[src/rtl/b2_bip_pkg.sv]
package b2_bip_pkg;

   localparam int NUM_ALARMS = 2;

   typedef enum int {
      ALM_EXC = 0,
      ALM_DEG = 1
   } alarm_idx_e;

   // number of set bits in one byte
   function automatic logic [3:0] ones8(input logic [7:0] v);
      logic [3:0] c;
      c = '0;
      for (int i = 0; i < 8; i++) c = c + {3'b000, v[i]};
      return c;
   endfunction

endpackage

[src/rtl/b2_lane_parity.sv]
module b2_lane_parity
   import b2_bip_pkg::*;
#(
   parameter int N_B2 = 4,
   parameter int FE_W = $clog2(8 * N_B2 + 1)
) (
   input  logic            clk,
   input  logic            rst_n,
   input  logic            in_valid,
   input  logic [7:0]      in_byte,
   input  logic            frame_start,
   input  logic            rsoh,
   input  logic            b2_mark,
   output logic            frame_done,
   output logic [FE_W-1:0] frame_errs
);

   localparam int LW = (N_B2 > 1) ? $clog2(N_B2) : 1;
   localparam int IW = $clog2(N_B2 + 1);

   generate
      if (N_B2 < 2) begin : g_bad_lanes
         $error("b2_lane_parity: N_B2 must be at least 2");
      end
      if (FE_W < $clog2(8 * N_B2 + 1)) begin : g_bad_few
         $error("b2_lane_parity: FE_W too small for N_B2");
      end
   endgenerate

   logic [LW-1:0]   pos_q;
   logic [LW-1:0]   lane_now;
   logic [IW-1:0]   idx_q;
   logic            seen_q;
   logic            ref_ok_q;
   logic [FE_W-1:0] ferr_q;
   logic [FE_W-1:0] cmp_bits;
   logic [7:0]      ref_w [N_B2];
   logic [7:0]      ref_sel;
   logic            b2_take;
   logic            start_take;

   assign start_take = in_valid && frame_start;
   assign lane_now   = frame_start ? '0 : pos_q;
   assign b2_take    = in_valid && !frame_start && b2_mark;

   always_comb begin
      ref_sel = '0;
      for (int i = 0; i < N_B2; i++) begin
         if (idx_q == IW'(i)) ref_sel = ref_w[i];
      end
   end

   assign cmp_bits = (b2_take && ref_ok_q && (idx_q < IW'(N_B2)))
                     ? FE_W'(ones8(in_byte ^ ref_sel)) : '0;

   // one parity lane per interleave column
   generate
      for (genvar g = 0; g < N_B2; g++) begin : g_lane
         logic [7:0] acc_q;
         logic [7:0] ref_q;
         always_ff @(posedge clk or negedge rst_n) begin
            if (!rst_n) begin
               acc_q <= '0;
               ref_q <= '0;
            end else if (in_valid) begin
               if (frame_start) begin
                  acc_q <= (g == 0 && !rsoh) ? in_byte : 8'h00;
                  if (seen_q) ref_q <= acc_q;
               end else if (!rsoh && lane_now == LW'(g)) begin
                  acc_q <= acc_q ^ in_byte;
               end
            end
         end
         assign ref_w[g] = ref_q;
      end
   endgenerate

   always_ff @(posedge clk or negedge rst_n) begin
      if (!rst_n) begin
         pos_q    <= '0;
         idx_q    <= '0;
         seen_q   <= 1'b0;
         ref_ok_q <= 1'b0;
         ferr_q   <= '0;
      end else if (in_valid) begin
         pos_q <= (lane_now == LW'(N_B2 - 1)) ? '0 : lane_now + LW'(1);
         if (frame_start) begin
            idx_q    <= '0;
            ferr_q   <= '0;
            seen_q   <= 1'b1;
            ref_ok_q <= seen_q;
         end else begin
            ferr_q <= ferr_q + cmp_bits;
            if (b2_mark && idx_q < IW'(N_B2)) idx_q <= idx_q + IW'(1);
         end
      end
   end

   always_ff @(posedge clk or negedge rst_n) begin
      if (!rst_n) begin
         frame_done <= 1'b0;
         frame_errs <= '0;
      end else begin
         frame_done <= start_take && ref_ok_q;
         if (start_take) frame_errs <= ferr_q;
      end
   end

endmodule

[src/rtl/b2_err_counter.sv]
module b2_err_counter #(
   parameter int CNT_W = 16,
   parameter int IN_W  = 6
) (
   input  logic             clk,
   input  logic             rst_n,
   input  logic             inc_valid,
   input  logic [IN_W-1:0]  inc,
   input  logic             rd_req,
   output logic             rd_valid,
   output logic [CNT_W-1:0] rd_data
);

   generate
      if (IN_W > CNT_W) begin : g_bad_w
         $error("b2_err_counter: IN_W must not exceed CNT_W");
      end
   endgenerate

   logic [CNT_W-1:0] cnt_q;
   logic [CNT_W-1:0] base;
   logic [CNT_W-1:0] add;
   logic [CNT_W:0]   raw;
   logic [CNT_W-1:0] next_cnt;

   assign base     = rd_req ? '0 : cnt_q;
   assign add      = inc_valid ? CNT_W'(inc) : '0;
   assign raw      = {1'b0, base} + {1'b0, add};
   assign next_cnt = raw[CNT_W] ? '1 : raw[CNT_W-1:0];

   always_ff @(posedge clk or negedge rst_n) begin
      if (!rst_n) begin
         cnt_q    <= '0;
         rd_valid <= 1'b0;
         rd_data  <= '0;
      end else begin
         cnt_q    <= next_cnt;
         rd_valid <= rd_req;
         if (rd_req) rd_data <= cnt_q;
      end
   end

endmodule

[src/rtl/b2_window_alarm.sv]
module b2_window_alarm #(
   parameter int WIN_W = 8,
   parameter int SUM_W = 12,
   parameter int IN_W  = 6
) (
   input  logic             clk,
   input  logic             rst_n,
   input  logic             frame_done,
   input  logic [IN_W-1:0]  frame_errs,
   input  logic [WIN_W-1:0] win_len,
   input  logic [SUM_W-1:0] set_th,
   input  logic [SUM_W-1:0] clr_th,
   output logic             alarm
);

   generate
      if (IN_W > SUM_W) begin : g_bad_w
         $error("b2_window_alarm: IN_W must not exceed SUM_W");
      end
   endgenerate

   logic [WIN_W-1:0] fcnt_q;
   logic [WIN_W-1:0] len_eff;
   logic [SUM_W-1:0] sum_q;
   logic [SUM_W:0]   raw;
   logic [SUM_W-1:0] tot;
   logic             last;

   assign len_eff = (win_len == '0) ? WIN_W'(1) : win_len;
   assign raw     = {1'b0, sum_q} + (SUM_W + 1)'(frame_errs);
   assign tot     = raw[SUM_W] ? '1 : raw[SUM_W-1:0];
   assign last    = ({1'b0, fcnt_q} + (WIN_W + 1)'(1)) >= {1'b0, len_eff};

   always_ff @(posedge clk or negedge rst_n) begin
      if (!rst_n) begin
         fcnt_q <= '0;
         sum_q  <= '0;
         alarm  <= 1'b0;
      end else if (frame_done) begin
         if (last) begin
            fcnt_q <= '0;
            sum_q  <= '0;
            if (tot > set_th)      alarm <= 1'b1;
            else if (tot < clr_th) alarm <= 1'b0;
         end else begin
            fcnt_q <= fcnt_q + WIN_W'(1);
            sum_q  <= tot;
         end
      end
   end

endmodule

[src/rtl/b2_alarm_serial.sv]
module b2_alarm_serial #(
   parameter int REI_W     = 5,
   parameter bit MSB_FIRST = 1'b1
) (
   input  logic             clk,
   input  logic             rst_n,
   input  logic             load,
   input  logic [REI_W-1:0] rei,
   input  logic             exc,
   input  logic             deg,
   output logic             ser_data,
   output logic             ser_sync
);

   localparam int SW = REI_W + 2;
   localparam int LCW = $clog2(SW);

   logic [SW-1:0]  word;
   logic [SW-1:0]  word_ord;
   logic [SW-1:0]  sh_q;
   logic [LCW-1:0] left_q;

   assign word = {rei, exc, deg};

   generate
      if (MSB_FIRST) begin : g_msb
         assign word_ord = word;
      end else begin : g_lsb
         for (genvar b = 0; b < SW; b++) begin : g_rev
            assign word_ord[b] = word[SW-1-b];
         end
      end
   endgenerate

   always_ff @(posedge clk or negedge rst_n) begin
      if (!rst_n) begin
         sh_q     <= '0;
         left_q   <= '0;
         ser_data <= 1'b0;
         ser_sync <= 1'b0;
      end else if (load) begin
         sh_q     <= word_ord;
         left_q   <= LCW'(SW - 1);
         ser_data <= word_ord[SW-1];
         ser_sync <= 1'b1;
      end else if (left_q != '0) begin
         sh_q     <= sh_q << 1;
         left_q   <= left_q - LCW'(1);
         ser_data <= sh_q[SW-2];
         ser_sync <= 1'b0;
      end else begin
         ser_data <= 1'b0;
         ser_sync <= 1'b0;
      end
   end

endmodule

[src/rtl/b2_bip_monitor.sv]
module b2_bip_monitor
   import b2_bip_pkg::*;
#(
   parameter int N_B2    = 4,
   parameter int REI_MAX = 20,
   parameter int CNT_W   = 16,
   parameter int WIN_W   = 8,
   parameter int SUM_W   = 12,
   localparam int REI_W  = $clog2(REI_MAX + 1)
) (
   input  logic             clk,
   input  logic             rst_n,
   input  logic             in_valid,
   input  logic [7:0]       in_byte,
   input  logic             frame_start,
   input  logic             rsoh,
   input  logic             b2_mark,
   input  logic             rei_en,
   output logic             rei_valid,
   output logic [REI_W-1:0] rei_value,
   input  logic             rd_req,
   output logic             rd_valid,
   output logic [CNT_W-1:0] rd_data,
   input  logic [WIN_W-1:0] exc_win,
   input  logic [SUM_W-1:0] exc_set,
   input  logic [SUM_W-1:0] exc_clr,
   input  logic [WIN_W-1:0] deg_win,
   input  logic [SUM_W-1:0] deg_set,
   input  logic [SUM_W-1:0] deg_clr,
   output logic             exc_alarm,
   output logic             deg_alarm,
   output logic             ser_data,
   output logic             ser_sync
);

   localparam int FE_W    = $clog2(8 * N_B2 + 1);
   localparam int ERR_MAX = 8 * N_B2;

   generate
      if (REI_MAX < 1) begin : g_bad_rei
         $error("b2_bip_monitor: REI_MAX must be positive");
      end
   endgenerate

   logic            frm_done;
   logic [FE_W-1:0] frm_errs;
   logic [REI_W-1:0] rei_capped;

   b2_lane_parity #(.N_B2(N_B2), .FE_W(FE_W)) u_par (
      .clk         (clk),
      .rst_n       (rst_n),
      .in_valid    (in_valid),
      .in_byte     (in_byte),
      .frame_start (frame_start),
      .rsoh        (rsoh),
      .b2_mark     (b2_mark),
      .frame_done  (frm_done),
      .frame_errs  (frm_errs)
   );

   // cap only when the frame total can exceed the M1 range
   generate
      if (ERR_MAX > REI_MAX) begin : g_cap
         assign rei_capped = (32'(frm_errs) > REI_MAX) ? REI_W'(REI_MAX)
                                                       : REI_W'(frm_errs);
      end else begin : g_nocap
         assign rei_capped = REI_W'(frm_errs);
      end
   endgenerate

   always_ff @(posedge clk or negedge rst_n) begin
      if (!rst_n) begin
         rei_valid <= 1'b0;
         rei_value <= '0;
      end else begin
         rei_valid <= frm_done;
         if (frm_done) rei_value <= rei_en ? rei_capped : '0;
      end
   end

   b2_err_counter #(.CNT_W(CNT_W), .IN_W(FE_W)) u_cnt (
      .clk       (clk),
      .rst_n     (rst_n),
      .inc_valid (frm_done),
      .inc       (frm_errs),
      .rd_req    (rd_req),
      .rd_valid  (rd_valid),
      .rd_data   (rd_data)
   );

   logic [WIN_W-1:0] win_a [NUM_ALARMS];
   logic [SUM_W-1:0] set_a [NUM_ALARMS];
   logic [SUM_W-1:0] clr_a [NUM_ALARMS];
   logic             alm_a [NUM_ALARMS];

   assign win_a[ALM_EXC] = exc_win;
   assign set_a[ALM_EXC] = exc_set;
   assign clr_a[ALM_EXC] = exc_clr;
   assign win_a[ALM_DEG] = deg_win;
   assign set_a[ALM_DEG] = deg_set;
   assign clr_a[ALM_DEG] = deg_clr;

   generate
      for (genvar a = 0; a < NUM_ALARMS; a++) begin : g_alarm
         b2_window_alarm #(.WIN_W(WIN_W), .SUM_W(SUM_W), .IN_W(FE_W)) u_win (
            .clk        (clk),
            .rst_n      (rst_n),
            .frame_done (frm_done),
            .frame_errs (frm_errs),
            .win_len    (win_a[a]),
            .set_th     (set_a[a]),
            .clr_th     (clr_a[a]),
            .alarm      (alm_a[a])
         );
      end
   endgenerate

   assign exc_alarm = alm_a[ALM_EXC];
   assign deg_alarm = alm_a[ALM_DEG];

   b2_alarm_serial #(.REI_W(REI_W), .MSB_FIRST(1'b1)) u_ser (
      .clk      (clk),
      .rst_n    (rst_n),
      .load     (rei_valid),
      .rei      (rei_value),
      .exc      (exc_alarm),
      .deg      (deg_alarm),
      .ser_data (ser_data),
      .ser_sync (ser_sync)
   );

endmodule

[config.mk]
export PLATFORM = sky130hd
export DESIGN_NAME = b2_bip_monitor
export DESIGN_NICKNAME = d
export VERILOG_FILES = /design/src/rtl/b2_bip_pkg.sv /design/src/rtl/b2_lane_parity.sv /design/src/rtl/b2_err_counter.sv /design/src/rtl/b2_window_alarm.sv /design/src/rtl/b2_alarm_serial.sv /design/src/rtl/b2_bip_monitor.sv
export SDC_FILE = /design/constraint.sdc
export NUM_CORES = 1
export LEC_CHECK = 0
export BUFFER_PORTS_ARGS = -buffer_cell sky130_fd_sc_hd__buf_2
export CORE_MARGIN = 3
export CORE_UTILIZATION = 60
export CTS_BUF_LIST = sky130_fd_sc_hd__clkbuf_8
export DETAILED_ROUTE_END_ITERATION = 6
export GPL_ROUTABILITY_DRIVEN = 0
export GPL_TIMING_DRIVEN = 0
export PLACE_DENSITY = 0.85
export SLEW_MARGIN = 15
export SYNTH_ARGS = -nofsm -noshare
export SYNTH_HDL_FRONTEND = slang
export SYNTH_SLANG_ARGS = --single-unit
[constraint.sdc]
create_clock -name clk -period 5.9 [get_ports clk]
set_input_delay 1.18 -clock clk [delete_from_list [all_inputs] [get_ports clk]]
set_output_delay 1.18 -clock clk [all_outputs]
set_load 0.05 [all_outputs]
==> flow_summary_export.csv, run 1 <==
group,metric,value,unit
run_status,status,"finished clean",
cells_and_area,final_nets,1477,
synth,synth_edf_count,0,
floorplanning,die_w,141,µm
place,place_area,0.0118,mm²
timing,hold_viol,0,
timing,slew_headroom,55.3,%
synth,synth_area_per_cell,9.37,µm²
timing,tns,0,ns
timing,skew,0.0160,ns
worst_setup_path,cp-start-kind,"register",
pwr,p_leak,6.26,nW
worst_setup_path,worstSetupPathType,"reg2reg",
worst_setup_path,arrival,5.89,ns
timing,period_needed,5.55,ns
floorplanning,die_h,141,µm
drt,firstDrtPassIters,5,
floorplanning,pin_count,107,
worst_setup_path,critPathSlowestCell,"fa_1",
timing,rsz0062_at_grt,"no",
pwr,clock_power_share,24.8,%
cts,cts_buffers,17,
cells_and_area,drive_gt1_share,16.8,%
worst_setup_path,critPathBufInv,2,
worst_setup_path,path_delay_family,"adder cells",
cells_and_area,final_common_cell,"dfrtp_1",
pwr,swShare,36.7,%
pwr,switching_power,1.26,mW
timing,tightest_slew,0.664,ns
worst_setup_path,worst-r2r-setup-slack,0.35,ns
synth,synth_seq_area_share,40.3,%
drt,drtIter0Drc,505,
timing,setup_violations,0,
pwr,p_int,2.18,mW
cts,clockBufferDepth,2,
worst_setup_path,rr_startpoint,"u_par.idx_q[0]",
place,portBuffers,105,
cts,hold_buffers,0,
global_route,grt_overflow,0,
worst_setup_path,rr_worst_depth,20,
pwr,power_density,282,mW/mm²
drt,drt-vias-per-instance,5.84,
cells_and_area,final_cells,1526,
drt,dr_total_vias,8912,
synth,synthArstFlopShare,100,%
cells_and_area,fin_area,0.0122,mm²
global_route,antenna_found_initial,0,
pwr,p_total,3.43,mW
worst_setup_path,cp.required,6.24,ns
drt,wl_per_cell,16.6,µm
drt,drc,0,
hold_path,min_to,"u_ser.left_q[2]",
cts,worstSkewPairLatency,0.47,ns
cts,clk_pin_slew,0.10,ns
global_route,grt_max_degree,107,
global_route,grt_pass1_vias,8903,
drt,ant_nets,0,
cells_and_area,syn_to_final_growth,11.5,%
cells_and_area,antenna_cells,0,
synth,ys_warn_count,0,
cts,htree_levels,4,
hold_path,hold_path_class,"reg2reg",
place,dp_hpwl,18.7,mm
synth,synth_flop_cell,"dfrtp_1",
synth,yosysUniqueCellTypes,69,
hold_path,min_from,"u_ser.left_q[2]",
cts,root_buffer,"clkbuf_8",
worst_setup_path,max_stage_delay,0.54,ns
floorplanning,core,0.0175,mm²
floorplanning,rows,48,
worst_setup_path,cp_max_fo,10,
floorplanning,die_area,0.0199,mm²
timing,drv_slew,0,
cts,cts_tree,"built",
place,dpl.cell_count,1496,
pwr,ir_worst_vdd,0.190,mV
global_route,grt_util_all_layers,25.9,%
synth,syn_area,0.0109,mm²
synth,synth-seq-cells,176,
cells_and_area,final_cell_mix,"dfrtp_1 (176), nand2_1 (130), buf_2 (113), inv_1 (108), ha_1 (98)",
pwr,combPwrFrac,31.8,%
synth,synth_cells,1165,
synth,synthesis.nets,1353,
hold_path,hold_depth,1,
floorplanning,start_util,62.3,%
worst_setup_path,critPathCaptureType,"register",
cts,clock-sinks,176,
worst_setup_path,crit_chain,"ha_1 -> ha_1 -> clkbuf_1 -> nand2_1 -> o21ai_0 -> xor2_1 -> ha_1 -> fa_1 -> inv_1 -> fa_1 -> fa_1 -> fa_1 -> nor2_1 -> ha_1 -> a21o_1 -> a21oi_1 -> nor2b_1 -> o211ai_1 -> xor2_1 -> nor2_1",
drt,routed_wl,25.3,mm
global_route,grt_pass1_wl,42.1,mm
job,maxCapViolations,0,
timing,timing.final.crit_share,94.1,%
timing,clock.fmax,180,MHz
pwr,p_seq_share,43.3,%
worst_setup_path,rr_endpoint,"u_par.ferr_q[5]",
## worst register-to-register path: stages (launching register included)
cell and delay (ns):
dfrtp_1 0.44, ha_1 0.20, ha_1 0.31, clkbuf_1 0.35
nand2_1 0.10, o21ai_0 0.11, xor2_1 0.18, ha_1 0.27
fa_1 0.54, inv_1 0.06, fa_1 0.50, fa_1 0.47
fa_1 0.44, nor2_1 0.22, ha_1 0.28, a21o_1 0.17
a21oi_1 0.23, nor2b_1 0.08, o211ai_1 0.25, xor2_1 0.18
nor2_1 0.05
## cell type report
class                           instances  area [µm²]
Clock buffer                           18         248
Inverter                              110         413
Multi-Input combinational cell        834        5930
Tap cell                              225         282
Fill cell                            1351        5370
Timing Repair Buffer                  106         563
Buffer                                 44         180
Sequential cell                       176        4400
Clock inverter                         13         153
## power groups by stage
stage / logic [mW] / clock network, mW / registers (mW)
4_1_cts: 1.09 / 0.858 / 1.49
2_1_floorplan: 0.768 / 0 / 1.51
3_5_place_dp: 1.08 / 0 / 1.51
6_report: 1.09 / 0.854 / 1.49
3_3_place_gp: 1.03 / 0 / 1.50
5_1_grt: 1.24 / 0.909 / 1.51
## cell families after synthesis
family / synth area share [%]
and+or+nand+nor: 14.3
AOI/OAI and AO/OA: 15.9
DFF: 40.3
buffers and inverters: 5.44
adders and majority gates: 12.9
xor gates and xnor gates: 5.37
muxes: 5.79
## worst max path at each step
stage | start | endpoint | slack [ns] | cells past startpoint
floorplan | u_par.idx_q[1] | u_par.ferr_q[5] | 0.80 | 21
global placement | u_par.idx_q[1] | u_par.ferr_q[5] | 0.34 | 21
detailed placement | u_par.idx_q[1] | u_par.ferr_q[5] | 0.23 | 21
CTS | u_par.idx_q[1] | u_par.ferr_q[5] | 0.18 | 21
global route | u_par.idx_q[1] | u_par.ferr_q[5] | 0.03 | 21
finish | u_par.idx_q[0] | u_par.ferr_q[5] | 0.35 | 20
## per-stage QoR
step                setup slack (ns)  util [%]  hold slack, ns
finish                         0.350      69.4           0.484
global route                  0.0268      69.4           0.500
CTS                            0.175      69.4           0.486
detailed placement             0.232      67.1           0.453
global placement               0.342      66.9           0.454
floorplan                      0.802         -           0.432
## synth_stat cells, types with 3 or more instances
master,count,share of area (%)
nand4_1,14,0.80
inv_1,108,3.7
nor3_1,14,0.64
o31ai_1,4,0.27
fa_1,8,1.5
xnor2_1,24,1.9
a22oi_1,8,0.55
a31o_2,4,0.32
o21a_1,9,0.62
ha_1,100,11
a21oi_1,62,2.8
a211oi_1,11,0.76
o21ai_0,97,4.4
a31oi_1,3,0.17
and3_1,9,0.52
a22o_1,13,1.0
mux2_2,49,5.1
a32o_1,4,0.37
a21o_1,9,0.62
clkbuf_1,32,1.1
o211ai_1,7,0.48
nor2b_1,26,1.5
nand2b_1,15,0.86
buf_1,3,0.10
and2_1,12,0.69
mux2i_1,8,0.73
nand3_1,27,1.2
o21ai_1,7,0.32
a41o_1,3,0.27
xor2_1,43,3.4
nand3b_1,4,0.27
dfrtp_1,176,40
nor2_1,61,2.1
o2bb2ai_1,10,0.80
or2_2,3,0.17
buf_2,9,0.41
nand2_1,130,4.5
## layer usage
| metal | track usage, % | wire [µm] |
|---|---|---|
| met1 | 32.6 | 10500 |
| met2 | 45.1 | 12800 |
| met3 | 4.44 | 1180 |
| met4 | 9.64 | 739 |
| met5 | 0 | 0 |
## state kept, by name (all words and copies together), names as in the netlist, 6 cells and up
name / flops
g_alarm.u_win.fcnt_q: 16
u_par.frame_errs: 6
g_alarm.u_win.sum_q: 24
u_ser.sh_q: 6
u_cnt.cnt_q: 16
u_par.ferr_q: 6
u_par.g_lane.ref_q: 32
u_par.g_lane.acc_q: 32
u_cnt.rd_data: 16
## repair_timing
item,in CTS,in global routing
buffers inserted,0,0
endpoints found under the setup margin,0,1
resized for setup,0,7
Power figures use the tool's default switching activity.
==> run 2: changes to the inputs <==
==> constraint.sdc (replaced) <==
create_clock -name clk -period 6.5 [get_ports clk]
set_input_delay 1.3 -clock clk [delete_from_list [all_inputs] [get_ports clk]]
set_output_delay 1.3 -clock clk [all_outputs]
set_load 0.05 [all_outputs]
==> flow_summary_export.csv, run 2 (synthesis results as in run 1) <==
group,metric,value,unit
timing,drv_slew,0,
cts,hold_buffers,0,
global_route,grt_max_degree,107,
floorplanning,pin_count,107,
timing,period_needed,5.76,ns
hold_path,hold_depth,1,
timing,rsz0062_at_grt,"no",
cts,root_buffer,"clkbuf_8",
run_status,status,"finished clean",
cts,cts_buffers,17,
worst_setup_path,arrival,6.09,ns
floorplanning,core,0.0175,mm²
cells_and_area,final_common_cell,"dfrtp_1",
timing,worst_slack,0.742,ns
cells_and_area,antenna_cells,0,
pwr,ir_worst_vdd,0.173,mV
floorplanning,die_w,141,µm
floorplanning,die_h,141,µm
worst_setup_path,cp_max_fo,10,
drt,routed_wl,25.2,mm
cts,worstSkewPairLatency,0.47,ns
place,portBuffers,105,
place,dp_hpwl,18.7,mm
floorplanning,start_util,62.3,%
worst_setup_path,rr_worst_depth,21,
global_route,antenna_found_initial,0,
worst_setup_path,cp.required,6.84,ns
job,maxCapViolations,0,
drt,drt-vias-per-instance,5.86,
cts,cts-resized-gates,0,
drt,ant_nets,0,
cts,clk_pin_slew,0.11,ns
cts,post_cts_buffers,0,
global_route,grt_pass1_wl,42.1,mm
timing,timing.final.crit_share,88.6,%
timing,setup_violations,0,
global_route,grt_util_all_layers,25.9,%
cts,cts_tree,"built",
cts,clockBufferDepth,2,
drt,dr_total_vias,8942,
timing,clock.fmax,174,MHz
worst_setup_path,critPathCaptureType,"register",
drt,wl_per_cell,16.5,µm
global_route,grt_pass1_vias,8903,
cells_and_area,largest_registers,"u_par.g_lane.acc_q x32, u_par.g_lane.ref_q x32, g_alarm.u_win.sum_q x24",
cells_and_area,syn_to_final_growth,11.4,%
cells_and_area,final_nets,1478,
worst_setup_path,cp-start-kind,"register",
cts,clock-sinks,176,
drt,drtIter0Drc,560,
floorplanning,rows,48,
cells_and_area,fill_cells,1355,
timing,slew_headroom,55.3,%
timing,tightest_slew,0.663,ns
pwr,power_density,256,mW/mm²
timing,hold_viol,0,
hold_path,hold_path_class,"reg2reg",
global_route,grt_overflow,0,
cells_and_area,utilization,69.4,%
floorplanning,die_area,0.0199,mm²
drt,drc,0,
cells_and_area,drive_gt1_share,16.4,%
drt,firstDrtPassIters,6,
timing,skew,0.0141,ns
timing,tns,0,ns
cells_and_area,final_cell_mix,"dfrtp_1 (176), nand2_1 (130), buf_2 (113), inv_1 (108), ha_1 (100)",
worst_setup_path,worstSetupPathType,"reg2reg",
pwr,p_leak,6.25,nW
place,pre_cts_ws,0.832,ns
cts,htree_levels,4,
run 2: stage by stage:
step	hold WS [ns]	cells	cell area [µm²]	power (mW)
floorplan	0.432	1165	10900	2.06
global placement	0.454	1495	11700	2.29
detailed placement	0.453	1496	11800	2.35
CTS	0.486	1527	12200	3.12
global route	0.500	1527	12200	3.31
finish	0.484	1527	12200	3.11
run 2: worst max-delay path, cell delays in order, from the launching register on:
cell	delay (ns)
dfrtp_1	0.42
inv_1	0.13
ha_1	0.30
clkbuf_1	0.34
o21ai_0	0.21
a22oi_1	0.16
o21ai_0	0.11
xor2_1	0.16
ha_1	0.34
fa_1	0.54
inv_1	0.06
fa_1	0.50
fa_1	0.47
fa_1	0.44
nor2_1	0.22
ha_1	0.27
a21o_1	0.17
a21oi_1	0.23
nor2b_1	0.08
o211ai_1	0.25
xor2_1	0.18
nor2_1	0.05
run 2: area by class of cell:
class | count | area (µm²) | share of cell area, %
sequential | 176 | 4400 | 36.2
buffer | 45 | 181 | 1.49
inverter | 110 | 413 | 3.39
clock buffer | 18 | 248 | 2.04
timing repair buffer | 106 | 563 | 4.63
tap | 225 | 282 | 2.31
multi-input combinational | 834 | 5920 | 48.7
clock inverter | 13 | 153 | 1.25
run 2: where the power goes:
part,total (mW),internal (mW),switching [mW]
clock network,0.773,0.328,0.445
registers,1.35,1.23,0.121
logic,0.989,0.412,0.577
total,3.11,1.97,1.14
run 2: worst paths after layout:
path                                 start                    endpoint  slack (ns)
min in group asynchronous            rst_n  g_alarm[1].u_win.fcnt_q[7]        0.78
max in group asynchronous            rst_n    u_par.g_lane[0].acc_q[7]        4.82
max reg2reg                 u_par.idx_q[1]             u_par.ferr_q[5]        0.74
min reg2reg                u_ser.left_q[2]             u_ser.left_q[2]        0.48
max                         u_par.idx_q[1]             u_par.ferr_q[5]        0.74
min                        u_ser.left_q[2]             u_ser.left_q[2]        0.48
run 2: routing by layer:
metal	wire length [µm]	part of all wire, %	vias to the layer above	global-route usage [%]
met3	1250	5.0	65	4.44
met5	0	0	-	0
met2	12700	50	259	45.1
met1	10500	42	4314	32.6
li1	-	-	4304	-
met4	733	2.9	0	9.64
